**config.mk**
```make
export PLATFORM = sky130hd
export DESIGN_NAME = tlb_fa
export DESIGN_NICKNAME = d
export VERILOG_FILES = /design/src/rtl/tlb_fa_pkg.sv /design/src/rtl/tlb_fa_lfsr.sv /design/src/rtl/tlb_fa_victim.sv /design/src/rtl/tlb_fa_cam.sv /design/src/rtl/tlb_fa.sv
export SDC_FILE = /design/constraint.sdc
export NUM_CORES = 1
export LEC_CHECK = 0
export CAP_MARGIN = 20
export CORE_UTILIZATION = 40
export CTS_CLUSTER_SIZE = 28
export DETAILED_ROUTE_END_ITERATION = 6
export DONT_BUFFER_PORTS = 1
export GPL_TIMING_DRIVEN = 0
export HOLD_SLACK_MARGIN = 0.03
export REMOVE_ABC_BUFFERS = 1
export SYNTH_ARGS = -nofsm -noshare
export SYNTH_HDL_FRONTEND = slang
export SYNTH_SLANG_ARGS = --single-unit
```
**constraint.sdc**
```tcl
create_clock -name clk -period 12.72 [get_ports clk]
set_input_delay 1.908 -clock clk [delete_from_list [all_inputs] [get_ports clk]]
set_output_delay 1.908 -clock clk [all_outputs]
set_load 0.01 [all_outputs]
```
**src/rtl/tlb_fa_pkg.sv**
```systemverilog
// Shared constants and helpers for the translation buffer.
package tlb_fa_pkg;
    localparam int PTE_SHIFT = 2;   // each page-table entry occupies four bytes

    // Returns the index of the lowest set bit of a vector (0 if none set).
    function automatic int unsigned lowest_set(input logic [63:0] v, input int unsigned n);
        int unsigned r;
        r = 0;
        for (int i = int'(n) - 1; i >= 0; i--) begin
            if (v[i]) r = i;
        end
        return r;
    endfunction
endpackage

```
**src/rtl/tlb_fa_lfsr.sv**
```systemverilog
// Free-running 16-bit Fibonacci LFSR supplying a pseudo-random slot index.
// Assumes IDX_W <= 16; seed is a non-zero constant restored on reset.
module tlb_fa_lfsr #(
    parameter int IDX_W = 3
) (
    input  logic             clk,
    input  logic             rst_n,
    output logic [IDX_W-1:0] rnd_idx
);
    logic [15:0] state_q;
    logic        fb;

    // Feedback from taps 16,14,13,11 (maximal length polynomial).
    always_comb fb = state_q[15] ^ state_q[13] ^ state_q[12] ^ state_q[10];

    // Advance one step every clock.
    always_ff @(posedge clk) begin
        if (!rst_n) state_q <= 16'hACE1;
        else        state_q <= {state_q[14:0], fb};
    end

    assign rnd_idx = state_q[IDX_W-1:0];
endmodule

```
**src/rtl/tlb_fa_victim.sv**
```systemverilog
// Chooses the slot a new translation goes into: the lowest empty slot if
// any exists, otherwise the pseudo-random index. Purely combinational.
module tlb_fa_victim #(
    parameter int N     = 8,
    parameter int IDX_W = 3
) (
    input  logic [N-1:0]     valid_vec,
    input  logic [IDX_W-1:0] rnd_idx,
    output logic [IDX_W-1:0] victim
);
    import tlb_fa_pkg::*;
    logic [63:0] empty_w;

    // Prefer an invalid entry over an eviction.
    always_comb begin
        empty_w = '0;
        empty_w[N-1:0] = ~valid_vec;
        if (|empty_w) victim = IDX_W'(lowest_set(empty_w, N));
        else          victim = rnd_idx;
    end
endmodule

```
**src/rtl/tlb_fa_cam.sv**
```systemverilog
// Entry storage with parallel tag compare for the lookup port and the refill
// port. Assumes the caller never installs a tag already held by another slot.
module tlb_fa_cam #(
    parameter int N     = 8,
    parameter int IDX_W = 3,
    parameter int VPN_W = 20,
    parameter int FRM_W = 20
) (
    input  logic             clk,
    input  logic             rst_n,
    input  logic             flush,
    input  logic [VPN_W-1:0] lk_vpn,
    input  logic             set_dirty,
    input  logic             fill_en,
    input  logic [IDX_W-1:0] fill_idx,
    input  logic [VPN_W-1:0] fill_vpn,
    input  logic [FRM_W-1:0] fill_frame,
    output logic [N-1:0]     lk_match,
    output logic [N-1:0]     fl_match,
    output logic [N-1:0]     valid_vec,
    output logic [N-1:0]     dirty_vec,
    output logic [FRM_W-1:0] hit_frame,
    output logic             hit_dirty
);
    logic [VPN_W-1:0] tag_q   [N];
    logic [FRM_W-1:0] frame_q [N];

    // One comparator pair per entry.
    for (genvar g = 0; g < N; g++) begin : g_cmp
        assign lk_match[g] = valid_vec[g] && (tag_q[g] == lk_vpn);
        assign fl_match[g] = valid_vec[g] && (tag_q[g] == fill_vpn);
    end

    // Mux out the frame and dirty bit of the (single) matching entry.
    always_comb begin
        hit_frame = '0;
        hit_dirty = 1'b0;
        for (int i = 0; i < N; i++) begin
            if (lk_match[i]) begin
                hit_frame = hit_frame | frame_q[i];
                hit_dirty = hit_dirty | dirty_vec[i];
            end
        end
    end

    // Update state: flush wins; refill overrides a same-cycle dirty set.
    always_ff @(posedge clk) begin
        if (!rst_n) begin
            valid_vec <= '0;
            dirty_vec <= '0;
            for (int i = 0; i < N; i++) begin
                tag_q[i]   <= '0;
                frame_q[i] <= '0;
            end
        end else if (flush) begin
            valid_vec <= '0;
        end else begin
            if (set_dirty) dirty_vec <= dirty_vec | lk_match;
            if (fill_en) begin
                valid_vec[fill_idx] <= 1'b1;
                tag_q[fill_idx]     <= fill_vpn;
                frame_q[fill_idx]   <= fill_frame;
                dirty_vec[fill_idx] <= 1'b0;
            end
        end
    end
endmodule

```
**src/rtl/tlb_fa.sv**
```systemverilog
// Top of the fully associative translation buffer. Lookup is combinational;
// misses drive a page-table fetch request; refills install or report a fault.
// Assumes the walker returns a refill only for page numbers it was asked for.
module tlb_fa #(
    parameter int N      = 8,
    parameter int VA_W   = 32,
    parameter int PAGE_W = 12,
    parameter int FRM_W  = 20,
    parameter int ADDR_W = 32
) (
    input  logic                 clk,
    input  logic                 rst_n,
    input  logic                 lk_req,
    input  logic [VA_W-PAGE_W-1:0] lk_vpn,
    input  logic                 lk_write,
    output logic                 lk_hit,
    output logic                 lk_miss,
    output logic [FRM_W-1:0]     lk_frame,
    output logic                 lk_dirty,
    input  logic [ADDR_W-1:0]    ptbr,
    output logic                 walk_req,
    output logic [VA_W-PAGE_W-1:0] walk_vpn,
    output logic [ADDR_W-1:0]    walk_addr,
    input  logic                 fill_valid,
    input  logic [VA_W-PAGE_W-1:0] fill_vpn,
    input  logic [FRM_W-1:0]     fill_frame,
    input  logic                 fill_fault,
    input  logic                 flush,
    output logic                 fault_o
);
    import tlb_fa_pkg::*;
    localparam int VPN_W = VA_W - PAGE_W;
    localparam int IDX_W = $clog2(N);

    logic [N-1:0]     lk_match, fl_match, ent_valid, ent_dirty;
    logic [FRM_W-1:0] hit_frame;
    logic             hit_dirty, any_hit, fill_en, set_dirty;
    logic [IDX_W-1:0] rnd_idx, victim, fill_idx;
    logic [63:0]      fl_match_w;

    tlb_fa_lfsr #(.IDX_W(IDX_W)) u_lfsr (
        .clk(clk), .rst_n(rst_n), .rnd_idx(rnd_idx)
    );

    tlb_fa_victim #(.N(N), .IDX_W(IDX_W)) u_victim (
        .valid_vec(ent_valid), .rnd_idx(rnd_idx), .victim(victim)
    );

    tlb_fa_cam #(.N(N), .IDX_W(IDX_W), .VPN_W(VPN_W), .FRM_W(FRM_W)) u_cam (
        .clk(clk), .rst_n(rst_n), .flush(flush), .lk_vpn(lk_vpn),
        .set_dirty(set_dirty), .fill_en(fill_en), .fill_idx(fill_idx),
        .fill_vpn(fill_vpn), .fill_frame(fill_frame), .lk_match(lk_match),
        .fl_match(fl_match), .valid_vec(ent_valid), .dirty_vec(ent_dirty),
        .hit_frame(hit_frame), .hit_dirty(hit_dirty)
    );

    // Lookup result, qualified by the request.
    always_comb begin
        any_hit  = |lk_match;
        lk_hit   = lk_req && any_hit;
        lk_miss  = lk_req && !any_hit;
        lk_frame = lk_hit ? hit_frame : '0;
        lk_dirty = lk_hit && hit_dirty;
        set_dirty = lk_hit && lk_write;
    end

    // Page-table fetch request: entry address is base plus four bytes per page.
    always_comb begin
        walk_req  = lk_miss;
        walk_vpn  = lk_vpn;
        walk_addr = ptbr + (ADDR_W'(lk_vpn) << PTE_SHIFT);
    end

    // Refill slot: rewrite in place when resident, else take the victim.
    always_comb begin
        fill_en    = fill_valid && !fill_fault;
        fl_match_w = '0;
        fl_match_w[N-1:0] = fl_match;
        fill_idx   = (|fl_match) ? IDX_W'(lowest_set(fl_match_w, N)) : victim;
    end

    // Report a faulting refill to the requester one cycle later.
    always_ff @(posedge clk) begin
        if (!rst_n) fault_o <= 1'b0;
        else        fault_o <= fill_valid && fill_fault;
    end
endmodule

```
# Word level (Yosys, flattened, before mapping)
# Memories as Yosys holds them, arrays and structs flattened.
# Index checks and enable logic that the tools add are counted.
[totals] inputBits=99 wordCells=131 ramBits=320 regBits=33 out_inout_bits=77 n_memories=2
[classes] n_reduce_logical=31 addsub=1 n_lt_le_gt_ge=2 muxes=52 n_eq_ne=16 bitwise=23
[memory_table] memory="u_cam.frame_q" depth=8 word_bits=20 read_ports=8 rd_ports_with_merged_regs=0 write_ports=8 line="tlb_fa_cam.sv:26" text="logic [FRM_W-1:0] frame_q [N];"
[memory_table] memory="u_cam.tag_q" depth=8 word_bits=20 read_ports=8 rd_ports_with_merged_regs=0 write_ports=8 line="tlb_fa_cam.sv:25" text="logic [VPN_W-1:0] tag_q [N];"
[op_table] cell="20-bit equality test" count=16
[op_table] cell="20-bit two-way mux" count=11
[op_table] cell="20-bit bitwise OR" count=7
[op_table] cell="3-bit two-way mux" count=20
[op_table] cell="20-bit OR reduction" count=2
[op_table] cell="32-bit by 22-bit adder with 32-bit output" count=1
[op_table] cell="8-bit two-way mux" count=4
[op_table] cell="8-bit OR reduction" count=3
[op_table] cell="1-bit logical AND" count=23
[op_table] cell="1-bit two-way mux" count=16
[op_table] cell="8-bit NOT" count=2
[op_table] cell="8-bit bitwise OR" count=2
[op_table] cell="8-bit AND" count=1
[op_table] cell="1-bit bitwise OR" count=7
[op_table] cell="3-bit by 4-bit < comparator with 1-bit output (second input constant)" count=1
[op_table] cell="1-bit demux with 3-bit select" count=1
[op_table] cell="3-bit by 1-bit >= comparator with 1-bit output (second input constant)" count=1
[op_table] cell="1-bit XOR" count=3
[op_table] cell="1-bit zero test" count=2
[op_table] cell="2-bit OR reduction" count=1
[op_table] cell="1-bit NOT" count=1

# Longest topological paths before layout
# Gate-level depths: netlist (run 1).
# An unclocked memory read counts as a cell.
[depth] ltp_word=19 depth_mapped=11 mapped_depth_nobuf=11

# Modules after synthesis
# From an unflattened synthesis (run 1), not the netlist that was laid out.
[hier_totals] cells_unflattened=1925 hier_area_um2=21056.4
[modules_own_cells] mod="tlb_fa_cam" cells_each=1602 n_inst=1 seq_area_each_um2=9929.5 area_per_inst_um2=18655.4
[modules_own_cells] mod="tlb_fa" cells_each=269 n_inst=1 seq_area_each_um2=20.0 area_per_inst_um2=1840.5
[modules_own_cells] mod="tlb_fa_lfsr" cells_each=39 n_inst=1 seq_area_each_um2=320.3 area_per_inst_um2=480.5
[modules_own_cells] mod="tlb_fa_victim" cells_each=15 n_inst=1 seq_area_each_um2=0.0 area_per_inst_um2=80.1

# Least setup slack after synthesis (run 1)
# Ideal clock, no wire load.
[synth_path] path_type="input port to flip-flop" from="input port fill_vpn[8]" to="memory u_cam.frame_q[6][0] (enable)" arrival_ps=7620 stages=9 n_path_buf=2 setup_time_ps=552 t_required_ps=12168 path_slack_ps=4549 path_cell_list="buf_4 -> xor2_1 -> nor4_1 -> nand4_1 -> nor4_1 -> buf_2 -> nand2b_1 -> a31oi_4 -> o41ai_1"
[synth_rtl] element="start, declared" line="tlb_fa.sv:25" text="input logic [VA_W-PAGE_W-1:0] fill_vpn,"
[synth_rtl] element="end, declared" line="tlb_fa_cam.sv:26"

# Worst setup path in the final report (run 1)
[layout_path] from="input port lk_vpn[0]" to="output port walk_addr[20]"
[layout_via] elab_chain_cells=1
[layout_rtl] element="start, declared" line="tlb_fa.sv:14" text="input logic [VA_W-PAGE_W-1:0] lk_vpn,"
[layout_rtl] element="32-bit by 22-bit adder with 32-bit output" line="tlb_fa.sv:71" text="walk_addr = ptbr + (ADDR_W'(lk_vpn) << PTE_SHIFT);"
[layout_rtl] element="end, declared" line="tlb_fa.sv:23" text="output logic [ADDR_W-1:0] walk_addr,"
# Every way passes these cells.

==> reports/metrics.cfg, run 1 <==
[outcome]
status = complete, no violations

[cells_and_area]
final_net_count = 1719
final_cell_mix = and2_1, edfxtp_1, xnor2_1
design_area_mm2 = 0.0215
fill_cells = 4235
layout_commonest_cell = and2_1
num_antenna_cells = 0
area_growth_pct = 10.9
drive_gt1_frac = 0.0970

[clock_network]
htreeDepth = 2
cts-buffers-inserted = 39
clock_latency_ps = 580
cts_tree = yes
clockRootBuffer = clkbuf_16
cts_max_path_buffers = 3
cts_setup_buffers = 0
post_cts_resized = 0
cts_sinks = 353
clk_pin_slew_worst_paths_ps = 60
postCtsHoldBufs = 0

[critical_path]
reg2reg_to = u_cam.tag_q[3][5]
max_stage_delay_ps = 690
arrival_ps = 4880
critPathSlowestCell = o311ai_1
crit_required_ps = 10810
crit_type = in2out
regToRegSetupSlack_ps = 8710
cp_num_buf_inv = 1
startpoint_type = primary input
crit_chain = ha_1, inv_1, fa_1, nor2b_1, o31a_1, o211ai_1, a21oi_1, a31o_2, o311ai_1, a21boi_0
rr_worst_depth = 10
worstReg2RegStart = u_cam.tag_q[1][5]
crit_fanout = 10
end_kind = primary output
crit_family = compound AO/OA/AOI/OAI gates

[timing]
fin_crit_sh = 0.534
timing.fmax_mhz = 147
slew_headroom = 0.347
layout_min_cycle_time_ps = 6790
final.setup.tns_ps = 0
finalMaxSlewViolations = 0
rsz0062_at_grt = no
finClkSkew_ps = 23.8
worst_slew_pin_slew_ps = 976
hold_viol_final = 0
setup_viol = 0

[place]
place_congestion = 0.873
place_area_mm2 = 0.0203
port-buffer-count = 0
dpl.hpwl_um = 37900

[synth]
synth_warnings = 0
synth-seq-cells = 353
synth_seq_area_share = 0.529
synth_top_flop_cell = edfxtp_1
syn_area_mm2 = 0.0194
synth_top_area_frac = 0.495
synthCells = 1629
yosysTopAreaCell = edfxtp_1
syn_avg_cell_area_um2 = 11.9
async_reset_ff_frac = 0
ys_types = 68
synth-edff-count = 320
yosys-top-cells-area = edfxtp_1, and2_1, xnor2_1

[global_route]
antenna_found_initial = 1
grt_pass1_vias = 12568
grt_usage = 0.233
grt_pass1_wl_um = 85000
grt_overflow_total = 0
grt_max_degree = 31

[worst_hold_path]
min_to = u_lfsr.state_q[15]
whs_path_depth = 1
holdCritStartpoint = u_lfsr.state_q[14]
hold_class = reg2reg

[power]
p_int_mw = 2.01
p_sw_frac = 0.237
netSwitchingPower_uw = 625
p_leak_nw = 7.67
p_comb_frac = 0.078
p_per_area_mw_per_mm2 = 123
ir_worst_vdd_v = 0.000102
seq_power_share = 0.505
clkPwrFrac = 0.417

[detailed_routing]
wl_um = 57800
drtAntennaViolNets = 0
viasPerCell = 5.71
vias = 12822
first_pass_iters = 5
drt-wirelength-per-cell_um = 25.8
drt-initial-drc-count = 1013
drc = 0

[floorplanning]
die-width_um = 222
die_h_um = 222
fp-row-count = 80
core_area_mm2 = 0.0477
ios = 176
initial_core_util = 0.406
dieArea_mm2 = 0.0494

[flow_run]
drv_cap = 0

## worst max path at each step
stage | from | endpoint | slack, ps | depth (start not counted)
final | lk_vpn[0] | walk_addr[20] | 5930 | 10
after global placement | fill_vpn[5] | u_cam.tag_q[6][17] | -770 | 7
after global routing | lk_vpn[0] | walk_addr[20] | 5670 | 10
after floorplan | fill_vpn[8] | u_cam.frame_q[6][0] | 4110 | 7
after CTS | lk_vpn[10] | lk_frame[4] | 5930 | 10
after detailed placement | lk_vpn[10] | lk_frame[4] | 5940 | 10
## sequential cells by signal, summed over array words and instances, names as in the netlist
register,flops
u_cam.dirty_vec,8
u_cam.frame_q,160
u_lfsr.state_q,16
u_cam.tag_q,160
fault_o,1
u_cam.valid_vec,8
## metal layers
metal	global-route usage	vias up	wire length, µm
met5	0	-	0
met4	0.0701	0	1530
met3	0.0444	101	3830
met2	0.389	479	28000
met1	0.306	6526	24500
li1	-	5716	-
## metrics by stage
step	std cells	total power [mW]	worst slack [ps]	util	hold slack, ps
after floorplan	1490	1.51	4110	-	386
after global placement	2105	1.55	-768	0.405	390
after detailed placement	2173	1.56	5940	0.425	391
after CTS	2244	2.66	5930	0.451	409
after global routing	2244	2.72	5670	0.451	430
final	2244	2.64	5930	0.451	407
## kinds of logic (layout without fill, tap and decap cells)
family                   count (synthesis)  in the layout  synth area share
flip-flops                             353            353             0.529
AO/OA/AOI/OAI                          208            208            0.0823
XOR/XNOR                               345            345             0.156
buffers and inverters                  154            154            0.0454
AND/OR/NAND/NOR                        548            548             0.173
adder cells (fa/ha/maj)                 21             21            0.0139
## cells in the mapped netlist (all sizes together), types with 6 or more instances
master,count
o21ai,14
a21oi,22
and2,330
nand2b,10
a22oi,42
inv,15
o21a,6
nand4,52
a211oi,9
and3,6
nor3,14
nor4,45
a22o,21
nand2,28
a31oi,26
dfxtp,33
clkbuf,30
xor2,127
nor2,25
a21o,20
ha,20
edfxtp,320
buf,109
a221oi,21
nand3,17
xnor2,218
## power by group through the flow
stage          sequential, mW  combinational (mW)  clock [mW]
4_1_cts                  1.33               0.207        1.12
6_report                 1.33               0.206        1.10
2_1_floorplan            1.35               0.153           0
3_5_place_dp             1.36               0.205           0
5_1_grt                  1.34               0.224        1.16
3_3_place_gp             1.36               0.189           0
## layout make-up
cell class | instances | area (µm²) | area share
repair buffers | 68 | 797 | 0.0370
clock inverters | 20 | 191 | 0.00890
clock buffers | 51 | 1040 | 0.0484
flip-flops and latches | 353 | 10300 | 0.477
well taps | 615 | 769 | 0.0358
multi-input cells | 1122 | 8390 | 0.390
inverters | 15 | 56.3 | 0.00262
No activity file was read; power rests on OpenSTA's default activity.
==> run 2: changes to the inputs <==
ABC_AREA = 1   (was unset)
clock period = 5.57 ns   (was 12.72 ns; I/O delays follow)
==> reports/metrics.cfg, run 2 <==
[clock_network]
cts_tree = yes
post_cts_resized = 0
clk_pin_slew_worst_paths_ps = 60
cts-buffers-inserted = 43
htreeDepth = 2
clockRootBuffer = clkbuf_16
postCtsHoldBufs = 0
clock_latency_ps = 610
cts_sinks = 353
cts_max_path_buffers = 3
cts_setup_buffers = 0

[critical_path]
startpoint_type = primary input
crit_fanout = 23
crit_type = in2out
crit_required_ps = 4730
end_kind = primary output
arrival_ps = 4500

[global_route]
grt_max_degree = 44
grt_overflow_total = 0
grt_pass1_wl_um = 123000
grt_usage = 0.303
grt_pass1_vias = 18641
antenna_found_initial = 1

[cells_and_area]
area_growth_pct = 7.57
num_antenna_cells = 0
drive_gt1_frac = 0.0801
layout_top_registers = u_cam.frame_q: 160 flops, u_cam.tag_q: 160 flops, u_lfsr.state_q: 16 flops
final_net_count = 2808
design_area_mm2 = 0.0237
final_cell_mix = nand2_1, nor2_1, inv_1
layout_commonest_cell = nand2_1

[outcome]
status = complete, no violations

[power]
p_per_area_mw_per_mm2 = 279
p_leak_nw = 10.1
ir_worst_vdd_v = 0.000224

[timing]
hold_viol_final = 0
hold_slack_ps = 336
setup_viol = 0
layout_min_cycle_time_ps = 5340
rsz0062_at_grt = no
finClkSkew_ps = 21.5
slew_headroom = 0.200
fin_crit_sh = 0.959
timing.fmax_mhz = 187
worst_slew_pin_slew_ps = 1200
finalMaxSlewViolations = 0

[floorplanning]
fp-row-count = 85
ios = 176
die_h_um = 237
die-width_um = 237
initial_core_util = 0.407
dieArea_mm2 = 0.0560
core_area_mm2 = 0.0541

[synth]
yosysTopAreaCell = edfxtp_1
synth-xor-area-share = 0.0370
synth_compound_area_frac = 0.0877
synth_seq_area_share = 0.467
async_reset_ff_frac = 0
syn_avg_cell_area_um2 = 7.95
ys_types = 53
yosysMostFrequentCell = nand2_1
synth_top_flop_cell = edfxtp_1
syn_area_mm2 = 0.0220
synthSimpleGateAreaFrac = 0.275
synth_top_area_frac = 0.437
synth-seq-cells = 353
synthCells = 2770
synth.top_cells.by_count = nand2_1, nor2_1, inv_1, edfxtp_1, o22ai_1
synthAdderAreaFrac = 0.0123
synth_warnings = 0
synth-edff-count = 320
yosys-top-cells-area = edfxtp_1, nand2_1, nor2_1
synthMuxAreaShare = 0
synth_top_family_by_area = simple AND/OR/NAND/NOR gates

[place]
port-buffer-count = 0
place_area_mm2 = 0.0222
dpl.hpwl_um = 55300
place_congestion = 1.01

[worst_hold_path]
hold_class = in2reg

[detailed_routing]
first_pass_iters = 6
viasPerCell = 5.73
drtAntennaViolNets = 0
wl_um = 86100
vias = 19574
drt-wirelength-per-cell_um = 25.2
drc = 0
drt-initial-drc-count = 2376

[flow_run]
drv_cap = 0

-- run 2: cell types whose count changed after synthesis, sizes merged, moves of 38 or more --
cell and change:
nor2 +529, nand3 +54, a22oi -42, o21ai +93
o22ai +141, inv +424, xor2 -102, nor3 +38
xnor2 -150, and2 -325, nand2 +588
-- run 2: worst max-delay path, stage by stage --
cell and delay (ps):
inv_1 480, o22ai_1 140, nor4_1 510, nand3_2 820
nand2_1 280, nor2_1 80, nand2_1 150, nand2_1 610
nor2_1 530
-- run 2: path summary, 6_finish.rpt --
path	from	end	slack, ps	cells after the start
max	lk_vpn[9]	lk_frame[15]	230	9
max reg2reg	u_cam.valid_vec[6]	u_cam.frame_q[1][2]	1170	11
min	rst_n	u_lfsr.state_q[8]	340	2
min reg2reg	u_lfsr.state_q[6]	u_lfsr.state_q[7]	410	1
-- run 2: cells by family (layout without fill, tap and decap cells) --
logic type               after synthesis  count (layout)
AO/OA/AOI/OAI                        327             327
XOR/XNOR                              93              93
adder cells (fa/ha/maj)               21              21
buffers and inverters                583             534
flip-flops                           353             353
AND/OR/NAND/NOR                     1393            1393
-- run 2: cell type report --
| cell class | instances | area, µm² |
|---|---|---|
| Multi-Input combinational cell | 1834 | 9160 |
| Tap cell | 696 | 871 |
| Timing Repair Buffer | 17 | 295 |
| Inverter | 439 | 1660 |
| Clock buffer | 54 | 1120 |
| Fill cell | 5421 | 30500 |
| Sequential cell | 353 | 10300 |
| Clock inverter | 24 | 294 |
-- run 2: per-stage QoR --
stage	setup slack, ps	util	cells	setup TNS [ps]	total power [mW]
floorplan	1040	-	2626	0	3.56
global route	110	0.437	3417	0	6.81
CTS	252	0.437	3415	0	6.62
finish	231	0.437	3417	0	6.62
detailed placement	53.5	0.411	3337	0	3.79
global placement	-1950	0.404	3322	-368850	3.77
-- run 2: layer usage --
layer	share of wire	up-vias	wire [µm]	track usage
li1	-	8784	-	-
met1	0.40	9331	34200	0.395
met2	0.44	1229	37900	0.477
met3	0.11	230	9750	0.0697
met4	0.049	0	4260	0.141
met5	0	-	0	0
-- run 2: power by group --
part | internal [mW] | leakage, nW | switching, mW
Sequential | 2.98 | 3.57 | 0.0629
Combinational | 0.211 | 5.87 | 0.497
Clock | 1.64 | 0.674 | 1.23
==> run 3: changes to the inputs <==
CTS_BUF_LIST = sky130_fd_sc_hd__clkbuf_4 sky130_fd_sc_hd__clkbuf_8 sky130_fd_sc_hd__clkbuf_16   (was unset)
==> reports/metrics.cfg, run 3 (synthesis results as in run 2) <==
[outcome]
status = complete, but fails checks
violations = design-rule violations

[detailed_routing]
top_layer_used = met4
wl_um = 86100
drt-initial-drc-count = 2465
drc = 3
viasPerCell = 5.71
drt-wirelength-per-cell_um = 25.2
met3_length_um = 9550
first_pass_iters = 7
route.met2.wl_um = 38100
vias = 19519
met1_length_um = 34200
drtAntennaViolNets = 0

[timing]
finalMaxSlewViolations = 0
hold_slack_ps = 337
worst_slack_ps = 223
fin_crit_sh = 0.960
hold_viol_final = 0
rsz0062_at_grt = no
setup_viol = 0
finClkSkew_ps = 18.2
timing.fmax_mhz = 187
slew_headroom = 0.197
worst_slew_pin_slew_ps = 1200
layout_min_cycle_time_ps = 5350

[critical_path]
crit_family = simple AND/OR/NAND/NOR gates
arrival_ps = 4510
crit_top_cell = nand2_1
regToRegSetupSlack_ps = 1180
cp_num_buf_inv = 1
end_kind = primary output
crit_type = in2out
reg2reg_to = u_cam.frame_q[1][2]
crit_required_ps = 4730
max_stage_delay_ps = 810
rr_worst_depth = 11
startpoint_type = primary input
crit_chain = inv_1, o22ai_1, nor4_1, nand3_2, nand2_1, nor2_1, nand2_1, nand2_1, nor2_1
critPathSlowestCell = nand3_2
crit_fanout = 23
worstReg2RegStart = u_cam.valid_vec[6]

[clock_network]
clk_pin_slew_worst_paths_ps = 60
cts-buffers-inserted = 43
postCtsHoldBufs = 0
post_cts_resized = 0
clockRootBuffer = clkbuf_16
htreeDepth = 2
clock_latency_ps = 610
cts_max_path_buffers = 3
cts_sinks = 353
cts_tree = yes

[power]
p_int_mw = 4.88
p_per_area_mw_per_mm2 = 281
finalPower_mw = 6.67
seq_power_share = 0.456
p_leak_nw = 10.2
p_comb_frac = 0.106
ir_worst_vdd_v = 0.000242
p_sw_frac = 0.269
clkPwrFrac = 0.437
netSwitchingPower_mw = 1.79

[cells_and_area]
layout_commonest_cell = nand2_1
fill_cells = 5408
drive_gt1_frac = 0.0838
final-seq-area_mm2 = 0.0103
layout_top_registers = u_cam.frame_q: 160 flops, u_cam.tag_q: 160 flops, u_lfsr.state_q: 16 flops
design_area_mm2 = 0.0237
final_net_count = 2808
final_cell_count_no_fill = 3418
final_cell_mix = nand2_1, nor2_1, inv_1
area_growth_pct = 7.75
multiInputGateArea_mm2 = 0.00916

[floorplanning]
core_area_mm2 = 0.0541
die-width_um = 237
initial_core_util = 0.407
fp-row-count = 85
dieArea_mm2 = 0.0560
ios = 176
die_h_um = 237

[worst_hold_path]
whs_path_depth = 2
min_to = u_lfsr.state_q[8]
hold_class = in2reg
holdCritStartpoint = rst_n

[global_route]
grt_pass1_vias = 18626
grt_overflow_total = 0
grt_pass1_wl_um = 123000
grt_usage = 0.303
grt_max_degree = 44
antenna_found_initial = 1

[place]
port-buffer-count = 0
place_area_mm2 = 0.0222
place_congestion = 1.01
pre_cts_slack_ps = 53.5
dpl.hpwl_um = 55300
dpl.cell_count = 3337

[flow_run]
drv_cap = 0

run 3: changes by cell type in the layout (fill, tap and decap cells not counted), sizes merged:
cell,previous run,this run
diode,0,1
run 3: layout make-up:
| cell class | instances | area share |
|---|---|---|
| Timing Repair Buffer | 17 | 0.0125 |
| Multi-Input combinational cell | 1834 | 0.386 |
| Clock inverter | 24 | 0.0124 |
| Sequential cell | 353 | 0.433 |
| Tap cell | 696 | 0.0367 |
| Antenna cell | 1 | 0.000106 |
| Inverter | 439 | 0.0701 |
| Clock buffer | 54 | 0.0489 |
run 3: power groups by stage:
stage	clock [mW]	sequential [mW]	combinational, mW
2_1_floorplan	0	3.08	0.481
3_3_place_gp	0	3.10	0.666
5_1_grt	3.04	3.05	0.774
4_1_cts	2.93	3.04	0.696
6_report	2.92	3.04	0.708
3_5_place_dp	0	3.10	0.693
run 3: worst max path at each step:
stage | depth (start not counted) | from | slack (ps) | endpoint
detailed placement | 16 | fill_vpn[12] | 50 | u_cam.frame_q[1][17]
CTS | 10 | lk_vpn[5] | 250 | lk_frame[15]
global route | 9 | lk_vpn[9] | 110 | lk_frame[15]
global placement | 12 | fill_vpn[12] | -1950 | u_cam.tag_q[6][17]
finish | 9 | lk_vpn[9] | 220 | lk_frame[15]
floorplan | 13 | fill_vpn[12] | 1040 | u_cam.frame_q[6][0]
run 3: timing repair:
action	CTS	global route
endpoints found under the hold margin	0	0
endpoints found under the setup margin	0	1
buffers inserted	0	2
run 3: metrics by stage:
step | setup TNS [ps] | utilization
after floorplan | 0 | -
after global placement | -368850 | 0.404
after detailed placement | 0 | 0.411
after CTS | 0 | 0.438
after global routing | 0 | 0.438
final | 0 | 0.438
run 3: routing by layer:
| metal | up-vias | GRT usage |
|---|---|---|
| met4 | 0 | 0.141 |
| met1 | 9310 | 0.394 |
| li1 | 8787 | - |
| met5 | - | 0 |
| met2 | 1204 | 0.477 |
| met3 | 218 | 0.0698 |
